### src/rtl/irq_pkg.sv
package irq_pkg;
  typedef enum logic [1:0] {
    ROLE_SINGLE = 2'b00,
    ROLE_MASTER = 2'b01,
    ROLE_SLAVE  = 2'b10
  } irq_role_e;
endpackage

### src/rtl/irq_prio_pick.sv
// Lowest set index wins.
module irq_prio_pick #(
  parameter int N_LINES = 8,
  localparam int IDW = $clog2(N_LINES)
) (
  input  logic [N_LINES-1:0] req_i,
  output logic               valid_o,
  output logic [IDW-1:0]     id_o
);
  always_comb begin
    id_o = '0;
    for (int i = N_LINES - 1; i >= 0; i--) begin
      if (req_i[i]) id_o = IDW'(i);
    end
  end
  assign valid_o = |req_i;
endmodule

### src/rtl/irq_req_latch.sv
module irq_req_latch #(
  parameter int N_LINES = 8
) (
  input  logic               clk_i,
  input  logic               rst_ni,
  input  logic [N_LINES-1:0] irq_i,
  input  logic [N_LINES-1:0] clr_i,
  output logic [N_LINES-1:0] irr_o
);
  logic [N_LINES-1:0] irq_q;
  logic [N_LINES-1:0] rise;

  assign rise = irq_i & ~irq_q;

  always_ff @(posedge clk_i or negedge rst_ni) begin
    if (!rst_ni) begin
      irq_q <= '0;
      irr_o <= '0;
    end else begin
      irq_q <= irq_i;
      irr_o <= (irr_o & ~clr_i) | rise;
    end
  end
endmodule

### src/rtl/irq_inservice.sv
module irq_inservice #(
  parameter int N_LINES = 8,
  localparam int IDW = $clog2(N_LINES)
) (
  input  logic               clk_i,
  input  logic               rst_ni,
  input  logic               set_i,
  input  logic [IDW-1:0]     set_id_i,
  input  logic               eoi_i,
  output logic [N_LINES-1:0] isr_o,
  output logic               top_valid_o,
  output logic [IDW-1:0]     top_id_o
);
  logic [N_LINES-1:0] set_vec;
  logic [N_LINES-1:0] clr_vec;

  irq_prio_pick #(.N_LINES(N_LINES)) i_top (
    .req_i   (isr_o),
    .valid_o (top_valid_o),
    .id_o    (top_id_o)
  );

  always_comb begin
    set_vec = '0;
    clr_vec = '0;
    if (set_i) set_vec[set_id_i] = 1'b1;
    if (eoi_i && top_valid_o) clr_vec[top_id_o] = 1'b1;
  end

  always_ff @(posedge clk_i or negedge rst_ni) begin
    if (!rst_ni) isr_o <= '0;
    else         isr_o <= (isr_o & ~clr_vec) | set_vec;
  end
endmodule

### src/rtl/prio_irq_ctrl.sv
module prio_irq_ctrl
  import irq_pkg::*;
#(
  parameter int N_LINES  = 8,
  parameter int VEC_W    = 8,
  parameter int CAS_LINE = 2,
  localparam int IDW    = $clog2(N_LINES),
  localparam int BASE_W = VEC_W - IDW
) (
  input  logic               clk_i,
  input  logic               rst_ni,
  input  logic [1:0]         role_i,
  input  logic               cfg_we_i,
  input  logic [BASE_W-1:0]  cfg_base_i,
  input  logic [N_LINES-1:0] cfg_mask_i,
  input  logic [N_LINES-1:0] irq_i,
  input  logic               inta_i,
  input  logic               eoi_i,
  input  logic               cas_sel_i,
  output logic               int_o,
  output logic               cas_sel_o,
  output logic [VEC_W-1:0]   data_o,
  output logic               data_oe_o
);
  irq_role_e          role;
  logic [BASE_W-1:0]  base_q;
  logic [N_LINES-1:0] mask_q;
  logic [N_LINES-1:0] irr;
  logic [N_LINES-1:0] isr;
  logic [N_LINES-1:0] eligible;
  logic [N_LINES-1:0] ack_clr;
  logic               win_valid;
  logic [IDW-1:0]     win_id;
  logic               top_valid;
  logic [IDW-1:0]     top_id;
  logic               win_is_cas;
  logic               ack_take;
  logic               ack_drive;

  assign role = irq_role_e'(role_i);

  always_ff @(posedge clk_i or negedge rst_ni) begin
    if (!rst_ni) begin
      base_q <= '0;
      mask_q <= '0;
    end else if (cfg_we_i) begin
      base_q <= cfg_base_i;
      mask_q <= cfg_mask_i;
    end
  end

  irq_req_latch #(.N_LINES(N_LINES)) i_req (
    .clk_i  (clk_i),
    .rst_ni (rst_ni),
    .irq_i  (irq_i),
    .clr_i  (ack_clr),
    .irr_o  (irr)
  );

  assign eligible = irr & ~mask_q;

  irq_prio_pick #(.N_LINES(N_LINES)) i_win (
    .req_i   (eligible),
    .valid_o (win_valid),
    .id_o    (win_id)
  );

  irq_inservice #(.N_LINES(N_LINES)) i_isr (
    .clk_i       (clk_i),
    .rst_ni      (rst_ni),
    .set_i       (ack_take),
    .set_id_i    (win_id),
    .eoi_i       (eoi_i),
    .isr_o       (isr),
    .top_valid_o (top_valid),
    .top_id_o    (top_id)
  );

  // Preempt only strictly above the highest line in service.
  assign int_o      = win_valid && (!top_valid || (win_id < top_id));
  assign win_is_cas = (role == ROLE_MASTER) && (win_id == IDW'(CAS_LINE));
  assign cas_sel_o  = int_o && win_is_cas;
  assign ack_take   = inta_i && int_o && ((role != ROLE_SLAVE) || cas_sel_i);
  assign ack_drive  = ack_take && !win_is_cas;

  always_comb begin
    ack_clr = '0;
    if (ack_take) ack_clr[win_id] = 1'b1;
  end

  always_ff @(posedge clk_i or negedge rst_ni) begin
    if (!rst_ni) begin
      data_o    <= '0;
      data_oe_o <= 1'b0;
    end else begin
      data_oe_o <= ack_drive;
      if (ack_drive) data_o <= {base_q, win_id};
    end
  end
endmodule

### config.mk
export PLATFORM = sky130hd
export DESIGN_NAME = prio_irq_ctrl
export DESIGN_NICKNAME = d
export VERILOG_FILES = /design/src/rtl/irq_pkg.sv /design/src/rtl/irq_prio_pick.sv /design/src/rtl/irq_req_latch.sv /design/src/rtl/irq_inservice.sv /design/src/rtl/prio_irq_ctrl.sv
export SDC_FILE = /design/constraint.sdc
export NUM_CORES = 1
export LEC_CHECK = 0
export BUFFER_PORTS_ARGS = -buffer_cell sky130_fd_sc_hd__buf_2
export CAP_MARGIN = 20
export CORE_AREA = 2 2 80 101
export CTS_CLUSTER_SIZE = 16
export DETAILED_ROUTE_END_ITERATION = 10
export DIE_AREA = 0 0 82 103
export GPL_TIMING_DRIVEN = 1
export PLACE_DENSITY = 0.44
export REMOVE_ABC_BUFFERS = 1
export SLEW_MARGIN = 0
export SYNTH_ARGS = -nofsm -noshare
export SYNTH_HDL_FRONTEND = slang
export SYNTH_SLANG_ARGS = --single-unit
### constraint.sdc
create_clock -name clk_i -period 3.8 [get_ports clk_i]
set_clock_uncertainty 0.2 [all_clocks]
set_input_delay 0.57 -clock clk_i [delete_from_list [all_inputs] [get_ports clk_i]]
set_output_delay 0.57 -clock clk_i [all_outputs]
set_load 0.02 [all_outputs]
==> results of run 1 <==
-- through the flow --
step | cell area [µm²] | cells | util, %
after floorplan | 2160 | 191 | -
final | 2570 | 334 | 34.0
after global routing | 2570 | 334 | 34.0
after detailed placement | 2480 | 326 | 32.8
after global placement | 2480 | 326 | 32.8
after CTS | 2570 | 334 | 34.0
-- logic make-up (layout without fill, tap and decap cells) --
family | Yosys count | after routing | synth area share, %
buffers and inverters | 14 | 60 | 2.59
DFF | 46 | 46 | 53.0
muxes | 19 | 19 | 9.79
AOI/OAI and AO/OA | 55 | 55 | 17.8
and+or+nand+nor | 58 | 58 | 16.2
adders and majority gates | 1 | 1 | 0.576
-- area by class of cell --
class	count	area share [%]
inverters	12	1.75
multi-input cells	133	37.5
clock buffers	7	3.35
repair buffers	40	7.88
well taps	95	4.62
clock inverters	1	0.194
flip-flops and latches	46	44.7
-- registers in the layout (all words and copies together), names as in the netlist --
register	count
i_req.irq_q	8
base_q	5
data_oe_o	1
i_isr.isr_o	8
data_o	8
mask_q	8
i_req.irr_o	8
-- worst max-delay path, delay by kind of cell, from the launching register on --
| family | cells | cell delay (ps) |
|---|---|---|
| and+or+nand+nor | 6 | 1280 |
| AOI/OAI and AO/OA | 1 | 550 |
| DFF | 1 | 410 |
| adders and majority gates | 1 | 150 |
| buffers and inverters | 1 | 150 |
-- power breakdown --
| part | internal (µW) | leakage (µW) | switching [µW] |
|---|---|---|---|
| Clock | 147 | 0.0000482 | 161 |
| Sequential | 601 | 0.000537 | 80.9 |
| Combinational | 349 | 0.000565 | 510 |
| Total | 1100 | 0.00115 | 752 |
-- how the worst min path moves through the flow --
stage	start	end	slack, ps	depth (start not counted)
after floorplan	rst_ni	base_q[0]	70	0
final	rst_ni	data_o[0]	-10	1
after global routing	rst_ni	data_o[0]	3	1
after global placement	i_req.irq_q[3]	i_req.irr_o[3]	220	1
after detailed placement	i_req.irq_q[2]	i_req.irr_o[2]	220	1
after CTS	rst_ni	data_o[0]	2	1
-- placed cells by master, fill, tap and decap left out, drive strengths merged, types with 4 or more instances in the layout --
master	synthesis	final
or3	4	4
a21oi	4	4
buf	2	40
inv	12	12
clkbuf	0	7
nor2b	8	8
o21ai	24	24
o41ai	6	6
nor2	10	10
mux2	18	18
nand2	7	7
nand2b	8	8
or4	4	4
dfrtp	46	46
nand3	7	7
-- routing by layer --
layer	GRT usage (%)	up-vias	wire, µm
met2	22.9	21	2620
met3	2.63	5	133
met1	16.4	801	2230
li1	-	801	-
met4	4.10	0	63
met5	0	-	0
==> impl_results.md, run 1 <==
- Clk_lat worst skew: 290 ps
- CP Class: flip-flop to output pin
- Ys flop type: dfrtp_1
- Drt pass-1 iters: 4
- Critical path cell sequence: or4_4 -> nor3b_1 -> nand2_1 -> ha_1 -> nand3_1 -> a211oi_1 -> nor2_2 -> and3_2 -> buf_2
- Worst hold margin: -9.97 ps
- Row Count: 36
- Pleak: 0.00115 µW
- Crit path capture type: output pin
- FF-to-FF setup slack: 760 ps
- Crit path from: i_isr.isr_o[6]
- Initial DRC count: 56
- Initial Utilization: 28.7%
- Worst r2r path cells: 9
- Async SR Flop Fraction: 100%
- Detail Placement HPWL: 3.83 mm
- # DRC: 0
- H-tree depth: 2
- Seq/Total Area, Yosys: 53.0%
- Vias in the first global route: 1,644
- IO Pins: 40
- Status: finished with violations
- Root buffer cell: clkbuf_8
- Core ar.: 0.00757 mm²
- Final Max Slew Viols: 0
- Final nets: 268
- Synthesized netlist cell count: 193
- Cell Area, Synth: 0.00217 mm²
- RePlAce Congestion: 0.759
- Final wirelength: 5.05 mm
- Die width: 82 µm
- First-pass GRT wire length: 8.37 mm
- Max-cap violations: 0
- Largest net degree at the start of global routing: 31
- Fillers: 801
- Max Buffers Root-to-Sink: 2
- Vias: 1,628
- Hold Crit Class: input pin to async pin
- Power per cell area: 718 mW/mm²
- Setup Fix Bufs, Post-CTS: 0
- Vias per cell: 4.87
- Final period util: 94.8%
- Post-route ant nets: 0
- Routed length per instance: 15.1 µm
- Area leader, netlist: dfrtp_1
- Final setup viols: 0
- CP arrival: 2830 ps
- Share of layout cells above drive strength 1: 34.3%
- TritonCTS clock tree: built
- Max_slew headroom: 58.0%
- Synthesis-stage register bit count: 46
- Total CTS buffers: 5
- Failing checks: hold timing
- Worst R2R End: data_o[6]
- Synthesis-to-finish area growth: 18.5%
- CP Data Required Time: 3030 ps
- Crit path capture: cas_sel_o
- Die area: 0.00845 mm²
- Hold violation count in the final report: 10
- Top cells by count, synth: dfrtp_1, o21ai_0, mux2_2
- Top post-synthesis cells by area: dfrtp_1, mux2_2, o21ai_0
- Synth Area per Inst: 11.3 µm²
- Shortest period the worst path allows: 3600 ps
- Most instantiated library cell after synthesis: dfrtp_1
- CP max stage cell: or4_4
- Post-synth top area share: 53.0%
- Post-synth EDFFs: 0
- Sequential cell area in the final layout: 0.00115 mm²
- Setup slack at placement: 523 ps
- Yosys cell types: 45
- Die Y: 103 µm
- Sinks on Clock Net: 46
- ANT cells: 0
- Hold_buf cts: 0
- Total GRT Usage: 13.2%
- Unrepaired setup endpoints after global routing: no
- Overall power: 1850 µW
- Tightest Pin Transition: 625 ps
- Fmax: 278 MHz
- Post-route setup slack: 197 ps
- Total negative slack: 0 ps
- Remaining Overflow, GRT: 0
- Initial antenna violation count: 0
- Max VDD drop: 257 µV
- Worst path max stage delay: 570 ps
- Startpoint Class: flip-flop
- IO Port Bufs: 39
- Clock-pin slew on the worst setup and hold paths: 80 ps
- R2r startpoint: i_isr.isr_o[6]
- CTS resizes: 0
- YS warnings: 0
- Area of the multi-input gates: 965 µm²
- Crit-path max FO: 5
Note: power is estimated with default switching activity, not from simulation.
==> inputs of run 2 (changes only) <==
Settings changed: PLACE_DENSITY 0.44 to 0.46.
Clock period 3.8 ns to 2.9 ns, I/O delays scaled along.
==> run 2 against run 1 <==
Compared with the run above:
- the flow finishes with violations (setup timing)
- register-to-register slack got worse by 680 ps
- sequential share of layout area decreased by 4.2 points
- non-clock buffer count rose by 22
- design area grew 10%
- first-iteration DRC count grew 52%
- combinational power rose by 77%
- critical endpoint unchanged
- flip-flop and latch count is the same
- cell count rose by 6.6%
==> impl_results.md, run 2 (synthesis gave the netlist of run 1 again) <==
- Initial Utilization: 28.7%
- Status: finished with violations
- Core ar.: 0.00757 mm²
- Final period util: 105%
- CP Class: flip-flop to output pin
- Max-cap violations: 0
- Crit-path max FO: 3
- Initial DRC count: 85
- Final setup viols: 2
- Crit path capture type: output pin
- ANT cells: 0
- Remaining Overflow, GRT: 0
- Startpoint Class: flip-flop
- CP arrival: 2410 ps
- Total CTS buffers: 5
- Pleak: 0.00127 µW
- Die area: 0.00845 mm²
- Failing checks: setup timing
- Power per cell area: 1010 mW/mm²
- Die width: 82 µm
- Post-route setup slack: -148 ps
- Final nets: 290
- Clk_lat worst skew: 300 ps
- Vias per cell: 4.79
- Most common cell after layout, fill and taps aside: dfrtp_1
- Final Max Slew Viols: 0
- Detail Placement HPWL: 4.15 mm
- Sinks on Clock Net: 46
- Hold violation count in the final report: 0
- Final wirelength: 5.40 mm
- Max VDD drop: 469 µV
- IO Port Bufs: 39
- Total GRT Usage: 14.4%
- Max_slew headroom: 56.8%
- Max Buffers Root-to-Sink: 2
- Vias in the first global route: 1,786
- Placed Cells incl. Taps: 344
- Shortest period the worst path allows: 3050 ps
- First-pass GRT wire length: 8.91 mm
- Fmax: 328 MHz
- Overall power: 2870 µW
- TritonCTS clock tree: built
- Largest net degree at the start of global routing: 26
- Post-layout util: 37.5%
- Non-Filler Instances: 356
- Worst hold margin: 39.2 ps
- Drt pass-1 iters: 4
- Share of layout cells above drive strength 1: 42.1%
- Routed length per instance: 15.2 µm
- Unrepaired setup endpoints after global routing: yes
- Row Count: 36
- Tightest Pin Transition: 643 ps
- Die Y: 103 µm
- Clock-pin slew on the worst setup and hold paths: 80 ps
- Synthesis-to-finish area growth: 30.8%
- IO Pins: 40
- Most frequent cells in the layout: dfrtp_1, buf_2, buf_4, o21ai_0, mux2_2
- Placed cell area: 0.00262 mm²
- Final Cell Area: 0.00284 mm²
- CP Data Required Time: 2270 ps
- RePlAce Congestion: 0.769
- H-tree depth: 2
- Post-route ant nets: 0
- Initial antenna violation count: 0
- Vias: 1,707
- Hold Crit Class: input pin to flip-flop
- # DRC: 0
- Root buffer cell: clkbuf_8
[run 2: cell type report]
type | count | area, µm²
tap | 95 | 119
clock inverter | 1 | 30.0
fill | 785 | 4730
inverter | 12 | 45.0
multi-input combinational | 133 | 1040
clock buffer | 7 | 76.3
sequential | 46 | 1150
timing repair buffer | 62 | 377
[run 2: routing by layer]
metal,routed length (µm),global-route usage (%),up-vias
met4,187,7.82,0
met1,2270,16.6,828
met2,2740,24.8,34
met5,0,0,-
li1,-,-,835
met3,199,3.15,10
[run 2: worst max-delay path, cell delays in order (launching register included)]
cell and delay [ps]:
dfrtp_1 390, or4_4 540, nor3b_4 170, nand2_2 80
ha_4 150, nand3_4 70, a211o_4 290, o2bb2ai_4 130
and3_4 160, buf_6 120
[run 2: through the flow]
step / worst slack [ps] / TNS (ps)
4_1_cts: -190 / -376
6_report: -148 / -269
2_1_floorplan: 50.7 / 0
5_1_grt: -239 / -517
3_5_place_dp: 28.3 / 0
3_3_place_gp: 50.8 / 0
[run 2: path summary, 6_finish.rpt]
kind	startpoint	to	slack, ps	depth (start not counted)
worst min register to register	i_req.irq_q[2]	i_req.irr_o[2]	230	1
worst min-delay path	irq_i[1]	i_req.irq_q[1]	40	1
worst max register to register	i_isr.isr_o[4]	i_isr.isr_o[0]	80	10
min in group asynchronous	rst_ni	i_isr.isr_o[0]	440	3
worst max-delay path	i_isr.isr_o[4]	cas_sel_o	-150	9
max in group asynchronous	rst_ni	i_req.irr_o[5]	1790	3
[run 2: repair_timing]
action	CTS	global route
setup buffers	2	1
gates resized for setup	13	4
hold buffers	1	0
pin swaps	4	8
hold endpoints to repair	46	0
endpoints found under the setup margin	2	22
[run 2: report_power, final]
| group | leakage [µW] | switching (µW) | internal (µW) |
|---|---|---|---|
| clock | 0.0000524 | 217 | 258 |
| combinational | 0.000678 | 804 | 713 |
| sequential | 0.000537 | 94.8 | 787 |
==> inputs of run 3 (changes only) <==
Settings changed: CELL_PAD_IN_SITES_DETAIL_PLACEMENT set to 1, CELL_PAD_IN_SITES_GLOBAL_PLACEMENT set to 1, PLACE_DENSITY 0.46 to 0.56.
==> run 3 against run 2 <==
Compared with the run above:
- combinational power increased by 20%
- non-clock buffer count increased by 6
- the run still ends with setup timing left
- critical endpoint unchanged
- fmax grew 0.90%
- flip-flop and latch count unchanged
- critical path type unchanged
- setup slack improved by 27 ps
- cell count increased by 1.4%
- critical path depth is the same
- design area rose by 1.9%
==> impl_results.md, run 3 (synthesis gave the netlist of run 1 again) <==
- ANT cells: 0
- Max_slew headroom: 50.5%
- Row Count: 36
- Total GRT Usage: 14.8%
- Worst R2R End: i_isr.isr_o[1]
- Final nets: 296
- Failing checks: setup timing
- Vias per cell: 4.92
- Detail Placement HPWL: 4.39 mm
- FF-to-FF setup slack: -20 ps
- Final setup viols: 3
- Crit-path max FO: 3
- Die width: 82 µm
- H-tree depth: 2
- Max-cap violations: 0
- Remaining Overflow, GRT: 0
- Most frequent cells in the layout: dfrtp_1, buf_2, buf_4, mux2_2, o21ai_0
- Total CTS buffers: 5
- Unrepaired setup endpoints after global routing: yes
- # DRC: 0
- Hold depth: 1
- R2r startpoint: i_isr.isr_o[6]
- Clock-pin slew on the worst setup and hold paths: 90 ps
- Die Y: 103 µm
- Total negative slack: -238 ps
- Internal power: 1850 µW
- Crit path capture type: output pin
- Logic pwr share: 59.2%
- Routed length per instance: 16.2 µm
- Sinks on Clock Net: 46
- Hold Crit Class: input pin to flip-flop
- Hold path start: irq_i[7]
- Clk_lat worst skew: 290 ps
- Final wirelength: 5.84 mm
- Max VDD drop: 384 µV
- Post-route ant nets: 0
- Synthesis-to-finish area growth: 33.4%
- IO Port Bufs: 39
- Startpoint Class: flip-flop
- Placed cell area: 0.00262 mm²
- Largest net degree at the start of global routing: 25
- CP arrival: 2390 ps
- Drt pass-1 iters: 4
- CP Class: flip-flop to output pin
- Fmax: 331 MHz
- Initial DRC count: 57
- Share of layout cells above drive strength 1: 44.7%
- Root buffer cell: clkbuf_8
- Power per cell area: 1060 mW/mm²
- Sw Pwr: 1220 µW
- Worst r2r path cells: 13
- Hold violation count in the final report: 0
- Share of total power in sequential cells: 28.6%
- Vias in the first global route: 1,925
- Sw frac: 39.8%
- Status: finished with violations
- Final period util: 104%
- Hold EP: i_req.irq_q[7]
- RePlAce Congestion: 0.772
- Die area: 0.00845 mm²
- Final Max Slew Viols: 0
- IO Pins: 40
- Initial antenna violation count: 0
- Tightest Pin Transition: 736 ps
- Most common cell after layout, fill and taps aside: dfrtp_1
- Final Cell Area: 0.00290 mm²
- Initial Utilization: 28.7%
- Shortest period the worst path allows: 3020 ps
- First-pass GRT wire length: 9.41 mm
- CP Data Required Time: 2270 ps
- Vias: 1,776
- TritonCTS clock tree: built
- Pleak: 0.00130 µW
- Max Buffers Root-to-Sink: 2
- Clock share of power: 12.2%
- Core ar.: 0.00757 mm²
- Post-route setup slack: -121 ps
run 3: worst max-delay path, stage by stage (launching register included):
cell and delay (ps):
dfrtp_1 390, or4_4 550, nor3b_4 170, nand2_2 70, ha_4 140, nand3_4 60, a211o_4 290, o2bb2ai_4 130
and3_4 160, buf_6 120
run 3: timing repair:
item,4_1_cts,5_1_grt
pin swaps,5,13
setup buffers,6,3
setup endpoints to repair,2,17
endpoints found under the hold margin,22,0
gates resized for setup,17,10
hold buffers,1,0
run 3: power groups by stage:
stage	sequential, µW	clock (µW)	combinational [µW]
after global placement	880	0	1320
after global routing	896	415	1970
after detailed placement	887	0	1340
final	877	375	1820
after CTS	880	392	1700
after floorplan	949	0	760
run 3: worst max-delay path by stage:
stage	startpoint	end	slack [ps]	cells past startpoint
global placement	i_isr.isr_o[6]	cas_sel_o	60	9
detailed placement	i_isr.isr_o[6]	cas_sel_o	10	9
floorplan	i_isr.isr_o[6]	cas_sel_o	50	8
global route	i_isr.isr_o[6]	cas_sel_o	-180	9
CTS	i_isr.isr_o[4]	cas_sel_o	-200	9
finish	i_isr.isr_o[6]	cas_sel_o	-120	9
run 3: cell type report:
| class | count | area, µm² |
|---|---|---|
| Clock buffer | 6 | 72.6 |
| Clock inverter | 1 | 7.51 |
| Sequential cell | 46 | 1150 |
| Inverter | 12 | 45.0 |
| Fill cell | 867 | 4670 |
| Tap cell | 95 | 119 |
| Timing Repair Buffer | 68 | 432 |
| Multi-Input combinational cell | 133 | 1070 |
run 3: per-layer routing:
metal	up-vias	GRT usage, %	part of all wire, %
li1	856	-	-
met1	890	17.8	41
met2	24	27.0	55
met3	6	2.71	2.3
met4	0	3.85	0.98
met5	-	0	0
run 3: stage by stage:
step                      util [%]  hold slack, ps  total power (µW)  instances  setup WS (ps)
after floorplan                  -           -60.6              1710        191           50.7
after global placement        34.6             207              2200        344           59.7
after detailed placement      34.6             217              2220        344           14.6
after CTS                     37.6            48.8              2970        358           -204
after global routing          38.3            43.0              3280        361           -181
final                         38.3            54.5              3070        361           -121
